--- src/rtl/pn_pkg.sv ---
package pn_pkg;

    localparam int CODE_AW = 8;
    localparam int BYTE_W  = 8;

    typedef enum logic [1:0] {
        REF_SYS  = 2'd0,
        REF_TMR0 = 2'd1,
        REF_TMR1 = 2'd2,
        REF_NONE = 2'd3
    } ref_src_e;

    typedef enum logic [1:0] {
        TGT_DATA  = 2'd0,
        TGT_START = 2'd1,
        TGT_LEN   = 2'd2,
        TGT_NONE  = 2'd3
    } wr_tgt_e;

    typedef struct packed {
        logic first;
        logic last;
    } win_pos_t;

    typedef struct packed {
        logic chip;
        logic valid;
        logic first;
    } chip_out_t;

    // Maximal-length 8-bit LFSR (taps 8,6,5,4); the final chip is padded with 0.
    function automatic logic [(1 << CODE_AW) - 1:0] default_code();
        logic [(1 << CODE_AW) - 1:0] r;
        logic [7:0] s;
        r = '0;
        s = 8'h01;
        for (int i = 0; i < (1 << CODE_AW) - 1; i++) begin
            r[i] = s[0];
            s = {s[0] ^ s[2] ^ s[3] ^ s[4], s[7:1]};
        end
        return r;
    endfunction

    function automatic logic is_cfg_write(logic en, logic [1:0] sel);
        return en && (wr_tgt_e'(sel) == TGT_START || wr_tgt_e'(sel) == TGT_LEN);
    endfunction

endpackage

--- src/rtl/pn_ref_select.sv ---
module pn_ref_select (
    input  logic [1:0] sel,
    input  logic       sys_tick,
    input  logic       tmr0_tick,
    input  logic       tmr1_tick,
    input  logic       run,
    output logic       tick
);
    import pn_pkg::*;

    logic pulse;

    always_comb begin
        unique case (ref_src_e'(sel))
            REF_SYS:  pulse = sys_tick;
            REF_TMR0: pulse = tmr0_tick;
            REF_TMR1: pulse = tmr1_tick;
            default:  pulse = 1'b0;
        endcase
    end

    assign tick = run && pulse;

endmodule

--- src/rtl/pn_chip_seq.sv ---
module pn_chip_seq #(
    parameter int AW = 8
) (
    input  logic            clk,
    input  logic            rst,
    input  logic            tick,
    input  logic            restart,
    input  logic [AW-1:0]   start_addr,
    input  logic [AW-1:0]   code_len,
    output logic [AW-1:0]   rd_addr,
    output pn_pkg::win_pos_t pos
);
    localparam logic [AW-1:0] ONE = AW'(1);

    logic [AW-1:0] idx_q;
    logic [AW-1:0] last_idx;

    // Length 0 wraps to the all-ones index, i.e. a full-ring window.
    assign last_idx  = code_len - ONE;
    assign rd_addr   = start_addr + idx_q;
    assign pos.first = (idx_q == '0);
    assign pos.last  = (idx_q == last_idx);

    always_ff @(posedge clk) begin
        if (rst || restart) begin
            idx_q <= '0;
        end else if (tick) begin
            idx_q <= pos.last ? '0 : idx_q + ONE;
        end
    end

endmodule

--- src/rtl/pn_data_path.sv ---
module pn_data_path #(
    parameter int DW = 8
) (
    input  logic          clk,
    input  logic          rst,
    input  logic          tick,
    input  logic          first_chip,
    input  logic          last_chip,
    input  logic          restart,
    input  logic          host_load,
    input  logic [DW-1:0] host_byte,
    output logic          cur_bit,
    output logic          hold_empty,
    output logic          underrun
);
    localparam int BW = (DW > 1) ? $clog2(DW) : 1;
    localparam logic [BW-1:0] LAST_BIT = BW'(DW - 1);

    logic [DW-1:0] hold_q;
    logic [DW-1:0] shreg_q;
    logic          full_q;
    logic          under_q;
    logic [BW-1:0] bitn_q;

    logic          fetch;
    logic [DW-1:0] fetched;
    logic [DW-1:0] src;

    assign fetch   = tick && first_chip && (bitn_q == '0);
    assign fetched = full_q ? hold_q : '0;
    assign src     = fetch ? fetched : shreg_q;
    assign cur_bit = src[DW-1];

    always_ff @(posedge clk) begin
        if (rst) begin
            shreg_q <= '0;
            bitn_q  <= '0;
        end else begin
            if (tick && last_chip) begin
                shreg_q <= src << 1;
                bitn_q  <= (bitn_q == LAST_BIT) ? '0 : bitn_q + BW'(1);
            end else if (fetch) begin
                shreg_q <= src;
            end
            if (restart) begin
                bitn_q <= '0;
            end
        end
    end

    always_ff @(posedge clk) begin
        if (rst) begin
            hold_q  <= '0;
            full_q  <= 1'b0;
            under_q <= 1'b0;
        end else begin
            if (host_load) begin
                hold_q <= host_byte;
            end
            full_q  <= host_load | (full_q & ~fetch);
            under_q <= (fetch & ~full_q) | (under_q & ~host_load);
        end
    end

    assign hold_empty = ~full_q;
    assign underrun   = under_q;

endmodule

--- src/rtl/pn_spreader.sv ---
module pn_spreader #(
    parameter int ADDR_W = pn_pkg::CODE_AW,
    parameter int DATA_W = pn_pkg::BYTE_W,
    parameter logic [(1 << ADDR_W) - 1:0] CODE_ROM = pn_pkg::default_code()
) (
    input  logic              clk,
    input  logic              rst,
    input  logic              enable,
    input  logic [1:0]        ref_sel,
    input  logic              sys_tick,
    input  logic              tmr0_tick,
    input  logic              tmr1_tick,
    input  logic              wr_en,
    input  logic [1:0]        wr_sel,
    input  logic [DATA_W-1:0] wr_data,
    output logic              chip_out,
    output logic              chip_valid,
    output logic              bit_start,
    output logic              hold_empty,
    output logic              underrun
);
    import pn_pkg::*;

    logic [ADDR_W-1:0] start_q;
    logic [ADDR_W-1:0] len_q;
    logic              cfg_write;
    logic              data_load;
    logic              restart;
    logic              tick;
    logic [ADDR_W-1:0] rd_addr;
    win_pos_t          pos;
    logic              data_bit;
    chip_out_t         out_q;

    assign cfg_write = is_cfg_write(wr_en, wr_sel);
    assign data_load = wr_en && (wr_tgt_e'(wr_sel) == TGT_DATA);
    assign restart   = cfg_write || !enable;

    always_ff @(posedge clk) begin
        if (rst) begin
            start_q <= '0;
            len_q   <= '0;
        end else if (wr_en) begin
            if (wr_tgt_e'(wr_sel) == TGT_START) start_q <= wr_data[ADDR_W-1:0];
            if (wr_tgt_e'(wr_sel) == TGT_LEN)   len_q   <= wr_data[ADDR_W-1:0];
        end
    end

    pn_ref_select u_ref (
        .sel       (ref_sel),
        .sys_tick  (sys_tick),
        .tmr0_tick (tmr0_tick),
        .tmr1_tick (tmr1_tick),
        .run       (enable && !cfg_write),
        .tick      (tick)
    );

    pn_chip_seq #(.AW(ADDR_W)) u_seq (
        .clk        (clk),
        .rst        (rst),
        .tick       (tick),
        .restart    (restart),
        .start_addr (start_q),
        .code_len   (len_q),
        .rd_addr    (rd_addr),
        .pos        (pos)
    );

    pn_data_path #(.DW(DATA_W)) u_data (
        .clk        (clk),
        .rst        (rst),
        .tick       (tick),
        .first_chip (pos.first),
        .last_chip  (pos.last),
        .restart    (restart),
        .host_load  (data_load),
        .host_byte  (wr_data),
        .cur_bit    (data_bit),
        .hold_empty (hold_empty),
        .underrun   (underrun)
    );

    always_ff @(posedge clk) begin
        if (rst) begin
            out_q <= '0;
        end else begin
            out_q.valid <= tick;
            out_q.first <= tick && pos.first;
            if (tick) begin
                out_q.chip <= CODE_ROM[rd_addr] ^ data_bit;
            end
        end
    end

    assign chip_out   = out_q.chip;
    assign chip_valid = out_q.valid;
    assign bit_start  = out_q.first;

endmodule

--- config.mk ---
export PLATFORM = sky130hd
export DESIGN_NAME = pn_spreader
export DESIGN_NICKNAME = d
export VERILOG_FILES = /design/src/rtl/pn_pkg.sv /design/src/rtl/pn_ref_select.sv /design/src/rtl/pn_chip_seq.sv /design/src/rtl/pn_data_path.sv /design/src/rtl/pn_spreader.sv
export SDC_FILE = /design/constraint.sdc
export NUM_CORES = 1
export LEC_CHECK = 0
export ABC_AREA = 1
export CORE_MARGIN = 2
export CORE_UTILIZATION = 35
export CTS_BUF_LIST = sky130_fd_sc_hd__clkbuf_4
export DETAILED_ROUTE_END_ITERATION = 8
export GPL_ROUTABILITY_DRIVEN = 0
export HOLD_SLACK_MARGIN = 0.02
export SLEW_MARGIN = 15
export SYNTH_ARGS = -nofsm -noshare
export SYNTH_HDL_FRONTEND = slang
export SYNTH_SLANG_ARGS = --single-unit
--- constraint.sdc ---
create_clock -name clk -period 2.95 [get_ports clk]
set_input_delay 0.7375 -clock clk [delete_from_list [all_inputs] [get_ports clk]]
set_output_delay 0.7375 -clock clk [all_outputs]
set_load 0.05 [all_outputs]
==> flow_summary.ini <==
[floorplan]
die-width_um = 102
row_count = 35
placeableCoreArea_um2 = 9280
design.die.area_um2 = 10400
die_height_um = 102
num_io_pins = 24
initial_core_util_pct = 36.3

[timing]
final.setup.tns_ns = 0
setup_viol_count_final = 0
slew_headroom_pct = 51.9
finalHoldViolations = 0
skew_ns = 0.0233
report.final.slew_viol_count = 0
grt_setup_unrepaired = no
timing_worst_slew_pin_value_ns = 0.721
min_period_ns = 2.59
max_freq_mhz = 386
finalCritPeriodShare_pct = 87.9
fin_worst_hold_slack_ns = 0.474

[drt]
finalWirelength_mm = 7.96
drt_first_iter_violations = 146
drc_errors = 0
post_drt_wl_per_cell_um = 12.1
ant_nets = 0
vias_per_cell = 4.94
dr.pass1.iters = 7
vias_after_detailed_routing = 3237

[global_route]
number_of_antenna_violations_at_the_first_check_in_global_routing = 0
globalRoute.busiestLayer = met2
global_route_wire_length_before_repair_mm = 13.9
vias_in_the_first_global_route = 3070
grtUsageMet3_pct = 2.46
grt_util_met2_pct = 27.4
gr-total-overflow = 0
largest_net_degree_at_the_start_of_global_routing = 30
globalRouteMet1Util_pct = 22.4
groute.usage.overall_pct = 16.5

[flow_run]
max_cap_viol_count = 0

[pwr]
static-leakage-power_nw = 1.74
share_of_total_power_in_the_clock_network_pct = 22.8
switching_share_pct = 33.1
max-vdd-ir-drop_mv = 0.171
power-per-cell-area_nw_per_um2 = 355
power_frac_comb_pct = 25.7
power_switching_mw = 0.445
power_report.internal_total_mw = 0.899
share_seq_of_total_power_pct = 51.5

[worst_setup_path]
critical_path.cell_chain = ha_1 -> inv_1 -> fa_1 -> inv_1 -> ha_1 -> inv_1 -> nand2_1 -> nand2_1 -> inv_1 -> nand2_1 -> nand3_1 -> nand3_1 -> nand3_1 -> nand3_1 -> nand2_1 -> nand2_1 -> nand3_1 -> nand2_1 -> inv_1
crit_path_max_incr_delay_ns = 0.54
cpLargestDelayFamily = adder cells
timing_worst_setup_path_type = register to register
cp_num_buf_inv = 5
arrival_time_reported_for_the_critical_path_endpoint_ns = 2.88
cp_slowest_cell = fa_1
endpoint_kind = register
worst-endpoint-required_ns = 3.24
cp_max_fo = 7
worst_path_most_repeated_cell = nand2_1
worstSetupStartpointType = register

[synth]
synth_warnings = 0
mappedNetlistArea_um2 = 3370
yosys.area.top_type_share_pct = 28.5
synthDistinctLibCells = 41
synth_area_leaders = dfxtp_1 (28%), nand2_1 (13%), ha_1 (8.2%)
ys_ff_latch = 48
synth.avg_cell_area_um2 = 6.72
synth.cells.most_frequent = nand2_1 (114), nor2_1 (64), nand3_1 (54), dfxtp_1 (48), inv_1 (47)
synth.most_common_cell = nand2_1
synth_async_sr_flop_share_pct = 0
ys_seq_area_share_pct = 28.5
mappedNetlistNets = 544
post-synth-top-area-cell = dfxtp_1
synth_enable_flop_cells = 0
netlist_instances = 502
synth-main-ff-cell = dfxtp_1

[clock_network]
clockBufferDepth = 2
cts_max_level = 2
cts_made_buffers = 5
root_buffer_cell = clkbuf_4
cts.sink_count = 48
cts-hold-fix-buffers = 0
clk_transition_reported_paths_ns = 0.15
cts_tree = built
cts.repair_timing.setup_buffer_count = 0
post_cts_resize_count = 0
insertion_delay_ns = 0.37

[placed_design]
port-buffer-count = 23
post-dp-hpwl_mm = 6.26
dp.cells = 647

[layout]
multi_input_comb_area_um2 = 2120
final-seq-area_um2 = 961
finalNonFillerCells = 655
layout.filler_cells = 1026
postLayoutCoreUtil_pct = 40.8
flow.area_growth_from_synthesis_pct = 12.2
insertedDiodeCount = 0
nets_finish = 567
drive_gt1_share_pct = 8.56

[min_path]
holdCritPathClass = register to register

[run_status]
outcome = completed
-- per-stage QoR --
stage	area [µm²]	total power, mW	setup WS [ns]
2_1_floorplan	3370	0.956	0.574
3_3_place_gp	3730	1.05	0.154
3_5_place_dp	3730	1.05	0.0980
4_1_cts	3790	1.36	0.344
5_1_grt	3790	1.44	0.0295
6_report	3790	1.34	0.358
-- area by class of cell --
type                       instances  share of cell area (%)
sequential                        48                    25.4
tap                              129                    4.26
clock buffer                       5                   0.991
inverter                          58                    5.82
multi-input combinational        384                    56.0
timing repair buffer              28                    7.07
clock inverter                     3                   0.463
-- metal layers --
metal	routed length, µm	part of all wire (%)	vias to the layer above
met5	0	0	-
li1	-	-	1689
met2	3640	46	68
met1	3900	49	1469
met4	99	1.2	0
met3	314	3.9	11
-- power by group through the flow --
stage | sequential (mW) | clock, mW | combinational (mW)
2_1_floorplan | 0.711 | 0 | 0.244
3_3_place_gp | 0.706 | 0 | 0.340
3_5_place_dp | 0.706 | 0 | 0.343
4_1_cts | 0.692 | 0.323 | 0.345
5_1_grt | 0.696 | 0.350 | 0.393
6_report | 0.692 | 0.307 | 0.345
-- logic make-up (layout without fill, tap and decap cells) --
logic type,count (synthesis),after routing,share of synthesized area (%)
AOI/OAI and AO/OA,70,70,11.5
adders and majority gates,23,23,8.75
xor gates and xnor gates,17,17,4.41
DFF,48,48,28.5
buffers and inverters,70,94,8.68
and+or+nand+nor,274,274,38.2
-- state kept, by name, summed over array words and instances (netlist names) --
name,count
u_data.hold_q,8
bit_start,1
u_data.full_q,1
chip_valid,1
len_q,8
u_seq.idx_q,8
chip_out,1
u_data.shreg_q,8
u_data.bitn_q,3
start_q,8
u_data.underrun,1
-- cell usage in the layout, fill, tap and decap left out, drive strengths merged --
master         instances
nand4                  9
clkbuf                 5
nor3b                  5
o21a                   2
nor2                  68
nand2                123
dfxtp                 48
nand3                 57
ha                    22
a21oi                 16
o21ai                 43
nor4                   3
or2                    1
buf                    5
nor3                   5
nand3b                 3
inv                   59
xor2                  10
o22ai                  4
o31ai                  1
o211ai                 1
clkdlybuf4s50         23
fa                     1
a22o                   3
clkinv                 2
xnor2                  7
-- path summary, 6_finish.rpt --
path                            depth (start not counted)                  startpoint                         end  slack (ns)
worst min register to register                          2  u_data.underrun$_SDFF_PP0_  u_data.underrun$_SDFF_PP0_        0.47
worst max register to register                         19     start_q[0]$_SDFFE_PP0P_       chip_out$_SDFFE_PP0P_        0.36
worst min-delay path                                    2  u_data.underrun$_SDFF_PP0_  u_data.underrun$_SDFF_PP0_        0.47
worst max-delay path                                   19     start_q[0]$_SDFFE_PP0P_       chip_out$_SDFFE_PP0P_        0.36
-- worst reg2reg max path, stage by stage (launching register included) --
cell	delay (ns)
dfxtp_1	0.38
ha_1	0.17
inv_1	0.05
fa_1	0.54
inv_1	0.15
ha_1	0.23
inv_1	0.07
nand2_1	0.05
nand2_1	0.07
inv_1	0.04
nand2_1	0.06
nand3_1	0.10
nand3_1	0.09
nand3_1	0.08
nand3_1	0.14
nand2_1	0.07
nand2_1	0.06
nand3_1	0.06
nand2_1	0.06
inv_1	0.03
Power figures use the tool's default switching activity.
